File: src/rtl/vdma_sched_pkg.sv
package vdma_sched_pkg;
  localparam int NSLOT = 6;
  localparam int NTRK  = 3;

  typedef enum logic [2:0] {
    SL_MSL   = 3'd0,
    SL_PLR   = 3'd1,
    SL_INSTR = 3'd2,
    SL_OPND  = 3'd3,
    SL_CHR   = 3'd4,
    SL_RFSH  = 3'd5
  } slot_e;

  typedef logic [NSLOT-1:0] slot_vec_t;
endpackage

File: src/rtl/vdma_req_track.sv
module vdma_req_track #(
  parameter int CNT_W = 6
) (
  input  logic             clk,
  input  logic             rst_n,
  input  logic             line_start,
  input  logic [CNT_W-1:0] arm_cnt,
  input  logic             grant,
  output logic             pending
);
  logic [CNT_W-1:0] cnt_q, cnt_cur, cnt_d;
  logic             cnt_en;

  always_comb begin
    cnt_cur = line_start ? arm_cnt : cnt_q;
    pending = (cnt_cur != '0);
    cnt_d   = cnt_cur - CNT_W'(grant);
    cnt_en  = line_start | grant;
  end

  always_ff @(posedge clk or negedge rst_n) begin
    if (!rst_n)      cnt_q <= '0;
    else if (cnt_en) cnt_q <= cnt_d;
  end
endmodule

File: src/rtl/vdma_rfsh_ctl.sv
module vdma_rfsh_ctl #(
  parameter int ROW_W  = 7,
  parameter int BL_MAX = 8
) (
  input  logic             clk,
  input  logic             rst_n,
  input  logic             req,
  input  logic             grant,
  output logic             pending,
  output logic [ROW_W-1:0] row
);
  localparam int BL_W = $clog2(BL_MAX + 1);

  logic [BL_W-1:0]  bl_q, bl_d;
  logic [BL_W:0]    bl_sum;
  logic [ROW_W-1:0] row_q, row_d;
  logic             bl_en;

  always_comb begin
    pending = req | (bl_q != '0);
    bl_sum  = {1'b0, bl_q} + (BL_W+1)'(req) - (BL_W+1)'(grant);
    if (bl_sum > (BL_W+1)'(BL_MAX)) bl_d = BL_W'(BL_MAX);
    else                             bl_d = bl_sum[BL_W-1:0];
    bl_en   = req | grant;
    row_d   = row_q + 1'b1;
  end

  always_ff @(posedge clk or negedge rst_n) begin
    if (!rst_n)     bl_q <= '0;
    else if (bl_en) bl_q <= bl_d;
  end

  always_ff @(posedge clk or negedge rst_n) begin
    if (!rst_n)     row_q <= '0;
    else if (grant) row_q <= row_d;
  end

  assign row = row_q;
endmodule

File: src/rtl/vdma_slot_arb.sv
module vdma_slot_arb #(
  parameter int N = 6
) (
  input  logic [N-1:0] req,
  output logic [N-1:0] gnt
);
  // lowest index wins: isolate the least significant set bit
  always_comb gnt = req & (~req + N'(1));
endmodule

File: src/rtl/vdma_slot_sched.sv
module vdma_slot_sched
  import vdma_sched_pkg::*;
#(
  parameter int HCNT_W         = 8,
  parameter int MSL_CYC        = 0,
  parameter int DLI_CYC        = 1,
  parameter int PLR_CYC0       = 2,
  parameter int NPLR           = 4,
  parameter int OPND_BYTES     = 2,
  parameter int CHR_NORM_START = 24,
  parameter int CHR_NORM_LEN   = 40,
  parameter int CHR_STEP       = 8,
  parameter int ROW_W          = 7,
  parameter int RF_BL_MAX      = 8
) (
  input  logic              clk,
  input  logic              rst_n,
  input  logic [HCNT_W-1:0] hcnt,
  input  logic [1:0]        pf_width,
  input  logic              dl_en,
  input  logic              msl_en,
  input  logic              plr_en,
  input  logic              badline,
  input  logic              instr_due,
  input  logic              opnd_pend,
  input  logic              refresh_req,
  output logic [5:0]        slot_gnt,
  output logic              cpu_halt,
  output logic [ROW_W-1:0]  rfsh_row,
  output logic              chr_reuse
);
  localparam int CNT_W    = $clog2(CHR_NORM_LEN + CHR_STEP + 1);
  localparam int PLR_LAST = PLR_CYC0 + NPLR - 1;
  localparam int HALF     = CHR_STEP / 2;
  localparam int TRK_BASE = int'(SL_INSTR);

  logic             line_start;
  logic [HCNT_W-1:0] chr_start;
  logic [CNT_W-1:0]  chr_len;
  logic [CNT_W-1:0]  arm_cnt [NTRK];
  logic [NTRK-1:0]   elig, pend;
  slot_vec_t         req, gnt;
  logic              rf_pend;
  logic              reuse_now, reuse_q;

  always_comb begin
    line_start = (hcnt == '0);
    case (pf_width)
      2'd1:    begin chr_start = HCNT_W'(CHR_NORM_START + HALF);
                     chr_len   = CNT_W'(CHR_NORM_LEN - CHR_STEP); end
      2'd3:    begin chr_start = HCNT_W'(CHR_NORM_START - HALF);
                     chr_len   = CNT_W'(CHR_NORM_LEN + CHR_STEP); end
      default: begin chr_start = HCNT_W'(CHR_NORM_START);
                     chr_len   = CNT_W'(CHR_NORM_LEN); end
    endcase
    arm_cnt[0] = (dl_en && instr_due) ? CNT_W'(1) : '0;
    arm_cnt[1] = (dl_en && opnd_pend) ? CNT_W'(OPND_BYTES) : '0;
    arm_cnt[2] = (badline && pf_width != 2'd0) ? chr_len : '0;
    // instruction borrows the missile cycle when missile DMA is off
    elig[0] = hcnt >= (msl_en ? HCNT_W'(DLI_CYC) : HCNT_W'(MSL_CYC));
    elig[1] = (hcnt >= HCNT_W'(PLR_LAST)) && !pend[0];
    elig[2] = hcnt >= chr_start;
  end

  genvar gi;
  generate
    for (gi = 0; gi < NTRK; gi++) begin : g_trk
      vdma_req_track #(.CNT_W(CNT_W)) u_trk (
        .clk       (clk),
        .rst_n     (rst_n),
        .line_start(line_start),
        .arm_cnt   (arm_cnt[gi]),
        .grant     (gnt[TRK_BASE + gi]),
        .pending   (pend[gi])
      );
    end
  endgenerate

  vdma_rfsh_ctl #(.ROW_W(ROW_W), .BL_MAX(RF_BL_MAX)) u_rfsh (
    .clk    (clk),
    .rst_n  (rst_n),
    .req    (refresh_req),
    .grant  (gnt[SL_RFSH]),
    .pending(rf_pend),
    .row    (rfsh_row)
  );

  always_comb begin
    req           = '0;
    req[SL_MSL]   = msl_en && (hcnt == HCNT_W'(MSL_CYC));
    req[SL_PLR]   = plr_en && (hcnt >= HCNT_W'(PLR_CYC0)) && (hcnt <= HCNT_W'(PLR_LAST));
    req[SL_INSTR] = pend[0] && elig[0];
    req[SL_OPND]  = pend[1] && elig[1];
    req[SL_CHR]   = pend[2] && elig[2];
    req[SL_RFSH]  = rf_pend;
  end

  vdma_slot_arb #(.N(NSLOT)) u_arb (
    .req(req),
    .gnt(gnt)
  );

  always_comb reuse_now = badline && dl_en && (pf_width == 2'd0);

  always_ff @(posedge clk or negedge rst_n) begin
    if (!rst_n)          reuse_q <= 1'b0;
    else if (line_start) reuse_q <= reuse_now;
  end

  assign slot_gnt  = gnt;
  assign cpu_halt  = |gnt;
  assign chr_reuse = line_start ? reuse_now : reuse_q;
endmodule

File: config.mk
export PLATFORM = sky130hd
export DESIGN_NAME = vdma_slot_sched
export DESIGN_NICKNAME = d
export VERILOG_FILES = /design/src/rtl/vdma_sched_pkg.sv /design/src/rtl/vdma_req_track.sv /design/src/rtl/vdma_rfsh_ctl.sv /design/src/rtl/vdma_slot_arb.sv /design/src/rtl/vdma_slot_sched.sv
export SDC_FILE = /design/constraint.sdc
export NUM_CORES = 1
export LEC_CHECK = 0
export BUFFER_PORTS_ARGS = -buffer_cell sky130_fd_sc_hd__buf_2
export CORE_UTILIZATION = 40
export DETAILED_ROUTE_END_ITERATION = 8
export MAX_ROUTING_LAYER = met4
export PLACE_DENSITY = 0.6
export SETUP_SLACK_MARGIN = 0.5
export SYNTH_ARGS = -nofsm -noshare
export SYNTH_HDL_FRONTEND = slang
export SYNTH_SLANG_ARGS = --single-unit
File: constraint.sdc
create_clock -name clk -period 3.85 [get_ports clk]
set_clock_uncertainty 0.05 [all_clocks]
set_input_delay 0.77 -clock clk [delete_from_list [all_inputs] [get_ports clk]]
set_output_delay 0.77 -clock clk [all_outputs]
set_load 0.1 [all_outputs]
==> results of run 1 <==
[Yosys cell counts, drive strengths merged (2+ instances only)]
cell	number
nor4	6
and2	10
o21a	2
o32ai	2
nand3b	2
dfrtp	30
mux2	5
nand2	19
o211ai	6
or3	4
o311ai	2
nand4	9
a21o	3
a211oi	2
clkbuf	4
nand2b	2
o21ai	11
buf	8
a211o	2
ha	16
xor2	3
or4	2
a31oi	6
nor3	5
xnor2	8
mux2i	2
nand3	10
inv	12
a311o	2
nor2	23
a21oi	16
nor4b	2
and3	3
[flip-flops by register name, summed over array words and instances (netlist names)]
register and count:
g_trk.u_trk.cnt_q 18, reuse_q 1, u_rfsh.bl_q 4, u_rfsh.row 7
[final timing paths]
kind,start,end,slack [ps],depth (start not counted)
setup / recovery,hcnt[4],u_rfsh.bl_q[1]$_DFFE_PN0P_,160,17
hold / removal,u_rfsh.row[6]$_DFFE_PN0P_,u_rfsh.row[6]$_DFFE_PN0P_,420,1
setup reg to reg,g_trk[2].u_trk.cnt_q[2]$_DFFE_PN0P_,u_rfsh.bl_q[1]$_DFFE_PN0P_,440,15
hold reg to reg,u_rfsh.row[6]$_DFFE_PN0P_,u_rfsh.row[6]$_DFFE_PN0P_,420,1
max in group asynchronous,rst_n,u_rfsh.row[3]$_DFFE_PN0P_,2790,1
min in group asynchronous,rst_n,g_trk[0].u_trk.cnt_q[1]$_DFFE_PN0P_,490,1
[final cells by class]
cell class / instances / area [sq um]
tap: 72 / 90.1
inverter: 13 / 50.0
timing repair buffer: 73 / 591
multi-input combinational: 200 / 1630
sequential: 30 / 751
fill: 494 / 2370
clock inverter: 1 / 5.00
clock buffer: 7 / 86.3
[where the power goes]
group	switching, mW	total [mW]	internal (mW)
clock	0.122	0.266	0.144
sequential	0.0499	0.418	0.368
combinational	0.256	0.447	0.190
[repair_timing]
| item | 4_1_cts | 5_1_grt |
|---|---|---|
| endpoints found under the setup margin | 11 | 13 |
| setup buffers | 6 | 1 |
| pin swaps | 12 | 5 |
| gates cloned | 0 | 0 |
| resized for setup | 15 | 9 |
[metal layers]
metal | GRT usage | share of wire
met5 | - | 0
met4 | 0.0537 | 0.010
met3 | 0.0395 | 0.042
met2 | 0.333 | 0.46
met1 | 0.253 | 0.49
[stage by stage]
stage / TNS (ps) / worst slack [ps] / instances
CTS: 0 / 172 / 395
global placement: -598 / -196 / 381
detailed placement: -933 / -279 / 381
global route: 0 / 54.7 / 396
finish: 0 / 156 / 396
floorplan: -508 / -173 / 255
[worst reg2reg max path, stage by stage, from the launching register on]
cell      delay, ps
dfrtp_1         430
nor4_1          500
o211ai_1        160
a41o_1          290
nor3_4          190
ha_1            250
inv_1            60
ha_2            180
inv_2            40
fa_2            330
nand2b_4        160
a21oi_4         160
or3_4           160
nand3_4          70
or2_4           230
o32ai_2          80
[cell families after synthesis]
kind of cell	synth area share
flip-flops	0.320
AO/OA/AOI/OAI	0.199
multiplexers	0.0357
buffers and inverters	0.0512
XOR/XNOR	0.0410
adder cells (fa/ha/maj)	0.0938
AND/OR/NAND/NOR	0.259
==> reports/results.txt, run 1 <==
The initial antenna violation count was 0. The number of buffer and inverter instances along the worst setup path works out to 3. TritonCTS built the clock tree. The detailed router placed 2156 vias in this run. The initial core utilization is 0.421.

In this run the worst hold path is classified as reg -> reg. Flip-flop cell with the highest count after synthesis: dfrtp_1. The design draws 1.13 mW. The critical path in this run is classified as in -> reg. The run gives 0 as the post-cts hold buffer count. For the worst slew margin relative to its limit, the log shows 0.521. For the initial DRC count, the log shows 86. Leaving out fill and tap cells, the most frequent cells in the layout are 38 x buf_4, 30 x dfrtp_1, 24 x buf_2, 18 x nand2_1, 18 x nor2_1.

The mean post-synth cell area works out to 9.20 sq um. Using the TritonRoute via totals, the vias-per-cell ratio works out to 5.44. Data on the critical path is required at its endpoint by 4000 ps.

Measured along the y axis, the die boundary spans 78.6 microns. The tools report the final max-slew violation count as 0. The clock root buffer is clkbuf_8. On the worst path, the slowest cell contributes a delay of 550 ps. The maximum ir drop on the vdd rail came out at 0.243 mV.

The most frequent standard cell in the layout excluding fill and tap cells is buf_4. In this run the worst path has a maximum fanout of 3. Yosys mapped a number of flops with a built-in enable equal to 0. After floorplanning, the core was sized to cover 0.00557 sq mm. The proportion of layout cells with a drive suffix above 1 came out at 0.386.

The tools report the worst hold-check slack as 423 ps. The flow ran to the end, and the final reports show no timing, DRC or antenna violations. The number of synthesis warnings is 0. During I/O placement, the number of pins put on the boundary was 34. The cell taking the most area after synthesis was dfrtp_1.

The logs give 35 for the largest net degree at the start of global routing and 0.202 for the total global routing track utilization. The die is 78.6 microns wide. The tools report the via count of the first global-routing pass as 2180.

For this design the static power due to leakage is 1.45 nW. The transition time at the pin with the least slew margin works out to 719 ps. STA classifies the critical path startpoint as a primary input. The final estimated routing congestion in global placement came out at 0.819. The cell family with the largest share of critical-path delay was simple AND/OR/NAND/NOR gates. The number of optimization iterations in the first detailed-route pass is 5, and the area of the mapped netlist is 0.00235 sq mm.

The wire length of the first global-routing pass came out at 9.73 mm. The finished cells cover 0.00320 sq mm. After detailed routing, the average wire length per cell comes to 14.1 microns. The post-layout utilization of the core was 0.574; the CTS clock-pin slew for the worst setup and hold paths was 70 ps. The tools report the placed wire-length estimate after detailed placement as 4.12 mm. The logs give 0 for the final-report hold violation count and 2 for the H-tree level count. Library cell contributing the largest single delay on the critical path: or4_4. Counting flops and latches in the post-synthesis netlist gives 30. Summed over all layers, the routed wires come to 5.59 mm.

Summing all placed instances gives a cell area of 0.00294 sq mm. The tools report the final antenna-violating net count as 0. The part of the cycle the worst path needs works out to 0.959. The number of standard cells after synthesis was 255; the antenna diode count was 0. The count of standard-cell rows is 27, and the total power per unit cell area is 353 mW/mm^2. Summed over all layers, the global routing overflow is 0.

Derived from the worst setup path, the maximum achievable clock frequency is 271 MHz. The max capacitance violation total was 0. Setup repair after global routing could not meet its margin everywhere. Setup violations remaining at the end of the flow were counted as 0. After layout, the minimum clock period comes to 3690 ps. Buffers placed on the I/O ports in this run total 33. The worst setup path is captured at a register. The share of Yosys cell area claimed by the top area cell type is 0.320, and the portion of the post-synthesis area used by sequential elements is 0.320.

Walking the worst path, the cells encountered are buf_6 -> or4_4 -> o211a_1 -> o211ai_2 -> nand4_4 -> nor3_4 -> ha_1 -> inv_1 -> ha_2 -> inv_2 -> fa_2 -> nand2b_4 -> a21oi_4 -> or3_4 -> nand3_4 -> or2_4 -> o32ai_2. The logs give 3840 ps for the worst endpoint data arrival time and 0.00618 sq mm for the area of the die. No sink is reached through more buffers than the 2 on the longest clock path.

The clock latency reported for the late side of the worst-skew pair is 280 ps. At the end of the flow, the number of nets in the layout was 359. The number of nets in the synthesized netlist is 291. The post-synthesis async set-or-reset flop share came out at 1.00. From synthesis to final layout, the design area changed by 36.4%.

The logs give 66 for the count of different cell masters after synthesis and 30 for the total number of clock tree sinks. In the routed design, unresolved DRC markers number 0. Buffers inserted during clock tree synthesis total 5. By area the synthesized netlist is led by dfrtp_1 32%, ha_1 8.5%, nor2_1 3.5%.
(Power assumes the default switching activity.)
==> inputs of run 2 (changes only) <==
- CORE_UTILIZATION: 40 -> 55
- PLACE_DENSITY: 0.6 -> 0.78
==> run 2 against run 1 <==
Effect of this change:
- register-to-register slack worse by 190 ps
- critical path depth stayed put
- global-route usage is 10 points higher
- sequential cell count stayed put
- wire length is 14% higher
- final cell count is 5.1% lower
- clock power is 2% higher
- hold slack worse by 7.6 ps
==> reports/results.txt, run 2 (synthesis results as in run 1) <==
The flow ran to the end, and the final reports show no timing, DRC or antenna violations. The register with the most flip-flops in the final layout is g_trk.u_trk.cnt_q. The maximum ir drop on the vdd rail was 0.361 mV (+49%); the final standard cell area without fillers was 0.00324 sq mm (+1.3%).

The largest net degree at the start of global routing was 35 (unchanged). The final max-slew violation count is 0 (unchanged), and the total power per unit cell area is 367 mW/mm^2 (+3.9%). The vias per cell is 6.18 (+13%), and the worst setup timing slack at the placement stage is -337 ps (-58.4 ps). The logs give 0 (unchanged) for the DRC violations left and 0.306 (+0.103) for the total global routing track utilization. Post-layout utilization of the core: 0.799 (+0.225). The most frequent standard cell in the layout excluding fill and tap cells was buf_4. The number of buffers created by CTS is 5 (unchanged).

The aggregate negative setup slack is 0 ps (unchanged), and the antenna diode count is 0 (unchanged). The width of the die is 67.3 microns (-14%). The number of optimization iterations in the first detailed-route pass was 4 (-1); the final cell count without fillers was 376 (-5.1%). Setup repair after global routing could not meet its margin everywhere. The run gives 0 (unchanged) as the final antenna-violating net count. The tools report the via count of the first global-routing pass as 2277 (+4.4%). The wire length of the first global-routing pass came out at 9.99 mm (+2.7%). From synthesis to final layout, the design area changed by 38.2%. The number of failing setup endpoints in the final timing report was 0 (unchanged); the CTS clock-pin slew for the worst setup and hold paths was 70 ps (about the same). The peak clock frequency supported by timing is 261 MHz (-3.7%). The detailed router used layers up to and including met4.

The worst setup path category was in -> reg. The logs give 726 uW (+3.3%) for the cell-internal power and 4.22 mm (+2.5%) for the placed wire-length estimate after detailed placement. The clock latency reported for the late side of the worst-skew pair was 290 ps (about the same).

TritonCTS built the clock tree. The leakage power figure is 1.47 nW (+0.78%). The tools report the wire length on met2 as 3.18 mm (+25%). The initial core utilization is 0.578 (+0.157). In the layout the commonest cells are 37 x buf_4, 30 x dfrtp_1, 25 x buf_2, 17 x nor2_1, 16 x nand2_1. The logs give 13.5 ps (-143 ps) for the worst-case setup margin in the final layout and 463 uW (+8.3%) for the net switching power. Clock root buffer: clkbuf_8. The number of top-level pins was 34 (unchanged); the final estimated routing congestion in global placement was 0.851 (+3.9%). The logs give 0.416 (+0.021) for the fraction of power consumed by combinational cells and 751 sq um (unchanged) for the storage element area. The wire length per cell after detailed routing works out to 16.9 microns (+20%). The logs give 30 (unchanged) for the total number of clock tree sinks and 0 (unchanged) for the final-report hold violation count. The run gives 2323 (+7.7%) as the number of vias after detailed routing.

The maximum number of buffers from clock root to sink was 2 (unchanged); the worst endpoint data arrival time was 3990 ps (+150 ps). The worst min-delay path class was reg -> reg. STA classifies the critical path startpoint as a primary input. The tools report the placed cell count as 355 (-6.8%). STA classifies the critical path endpoint as a register. Met1 routed wirelength after detailed routing: 2.65 mm (-3.6%). The clock network fraction of total power was 0.229 (-0.006). The minimum clock period was 3840 ps (+143 ps); the flip-flop count of the largest register, all copies and words added was 18 (unchanged). The count of standard-cell rows was 23 (-15%); the initial DRC count was 158 (+84%).

The post-detailed-routing wire length is 6.35 mm (+14%). The logs give 264 (-47%) for the number of fill cells in the layout and 2 (unchanged) for the H-tree level count. The count of input and output buffers was 33 (unchanged); the area inside the core boundary was 0.00406 sq mm (-27%). For the final global-route overflow total, the log shows 0 (unchanged). The part of the cycle the worst path needs is 0.996 (+0.0371), and the fraction of power spent switching nets is 0.389 (+0.0110). The number of nets in the finished design is 361 (+0.56%), and the total met3 wirelength after detailed routing is 314 microns (+33%).

The instance area at placement came out at 0.00287 sq mm (-2.4%). The initial antenna violation count was 0 (unchanged). The run gives 0 (unchanged) as the max capacitance violation total. The proportion of layout cells with a drive suffix above 1 works out to 0.414 (+0.0283). The logs give 0.355 (-0.015) for the proportion of power drawn by flip-flops and latches and 4000 ps (about the same) for the data required time at the worst endpoint. Maximum fanout encountered on the critical timing path: 4 (+1). The height of the die works out to 67.3 microns (-14%). For the worst slew margin relative to its limit, the log shows 0.539 (+0.0185).

The transition time at the pin with the least slew margin works out to 691 ps (-27.7 ps). For the area of the die, the log shows 0.00453 sq mm (-27%). The tools report the multi-input gate area in the final layout as 0.00168 sq mm (+3.1%).
-- run 2: cell types whose count changed in the layout (fill, tap and decap cells not counted), moves of 2 or more --
cell	previous run	this run
nand2_2	0	2
inv_1	11	9
inv_2	1	3
ha_1	14	12
buf_6	4	6
nand2_1	18	16
ha_4	1	3
-- run 2: per-stage QoR --
stage | total power [mW] | hold WS [ps]
2_1_floorplan | 0.723 | 424
3_3_place_gp | 0.823 | 410
3_5_place_dp | 0.840 | 412
4_1_cts | 1.14 | 426
5_1_grt | 1.26 | 451
6_report | 1.19 | 416
-- run 2: worst max-delay path, cell delays in order --
cell,delay (ps)
buf_6,90
or4_4,550
o211a_1,260
o211ai_4,260
nand4_4,140
nor3_4,190
ha_1,270
inv_2,90
ha_4,140
inv_2,40
fa_2,330
nand2b_4,150
a21oi_4,160
or3_4,150
nand3_4,70
or2_4,240
o32ai_2,80
-- run 2: layer usage --
metal	GRT usage	vias to the layer above
met5	-	-
met4	0.130	0
met3	0.0524	23
met2	0.526	88
met1	0.347	1126
li1	-	1086
-- run 2: final timing paths --
path                                                      from                         end  slack [ps]  depth (start not counted)
max                                                    hcnt[3]  u_rfsh.bl_q[1]$_DFFE_PN0P_          10                         17
max in group asynchronous                                rst_n   u_rfsh.row[2]$_DFFE_PN0P_        2840                          1
min reg2reg                          u_rfsh.row[6]$_DFFE_PN0P_   u_rfsh.row[6]$_DFFE_PN0P_         420                          1
min in group asynchronous                                rst_n           reuse_q$_DFF_PN0_         460                          1
max reg2reg                g_trk[2].u_trk.cnt_q[2]$_DFFE_PN0P_  u_rfsh.bl_q[1]$_DFFE_PN0P_         250                         15
min                                  u_rfsh.row[6]$_DFFE_PN0P_   u_rfsh.row[6]$_DFFE_PN0P_         420                          1
-- run 2: final cells by class --
| class | count | share of cell area |
|---|---|---|
| well taps | 50 | 0.0193 |
| repair buffers | 75 | 0.187 |
| multi-input cells | 200 | 0.518 |
| inverters | 13 | 0.0154 |
| flip-flops and latches | 30 | 0.231 |
| clock buffers | 6 | 0.0255 |
| clock inverters | 2 | 0.00386 |
-- run 2: what timing repair did --
action,CTS,global route
hold buffers,0,0
gates resized for setup,20,20
endpoints found under the setup margin,11,12
buffers inserted,5,8
pin swaps,15,8
-- run 2: power by group through the flow --
stage,Combinational (mW),Clock [mW],Sequential [mW]
6_report,0.495,0.272,0.423
5_1_grt,0.540,0.288,0.428
4_1_cts,0.442,0.276,0.419
3_5_place_dp,0.416,0,0.423
3_3_place_gp,0.403,0,0.420
2_1_floorplan,0.283,0,0.439
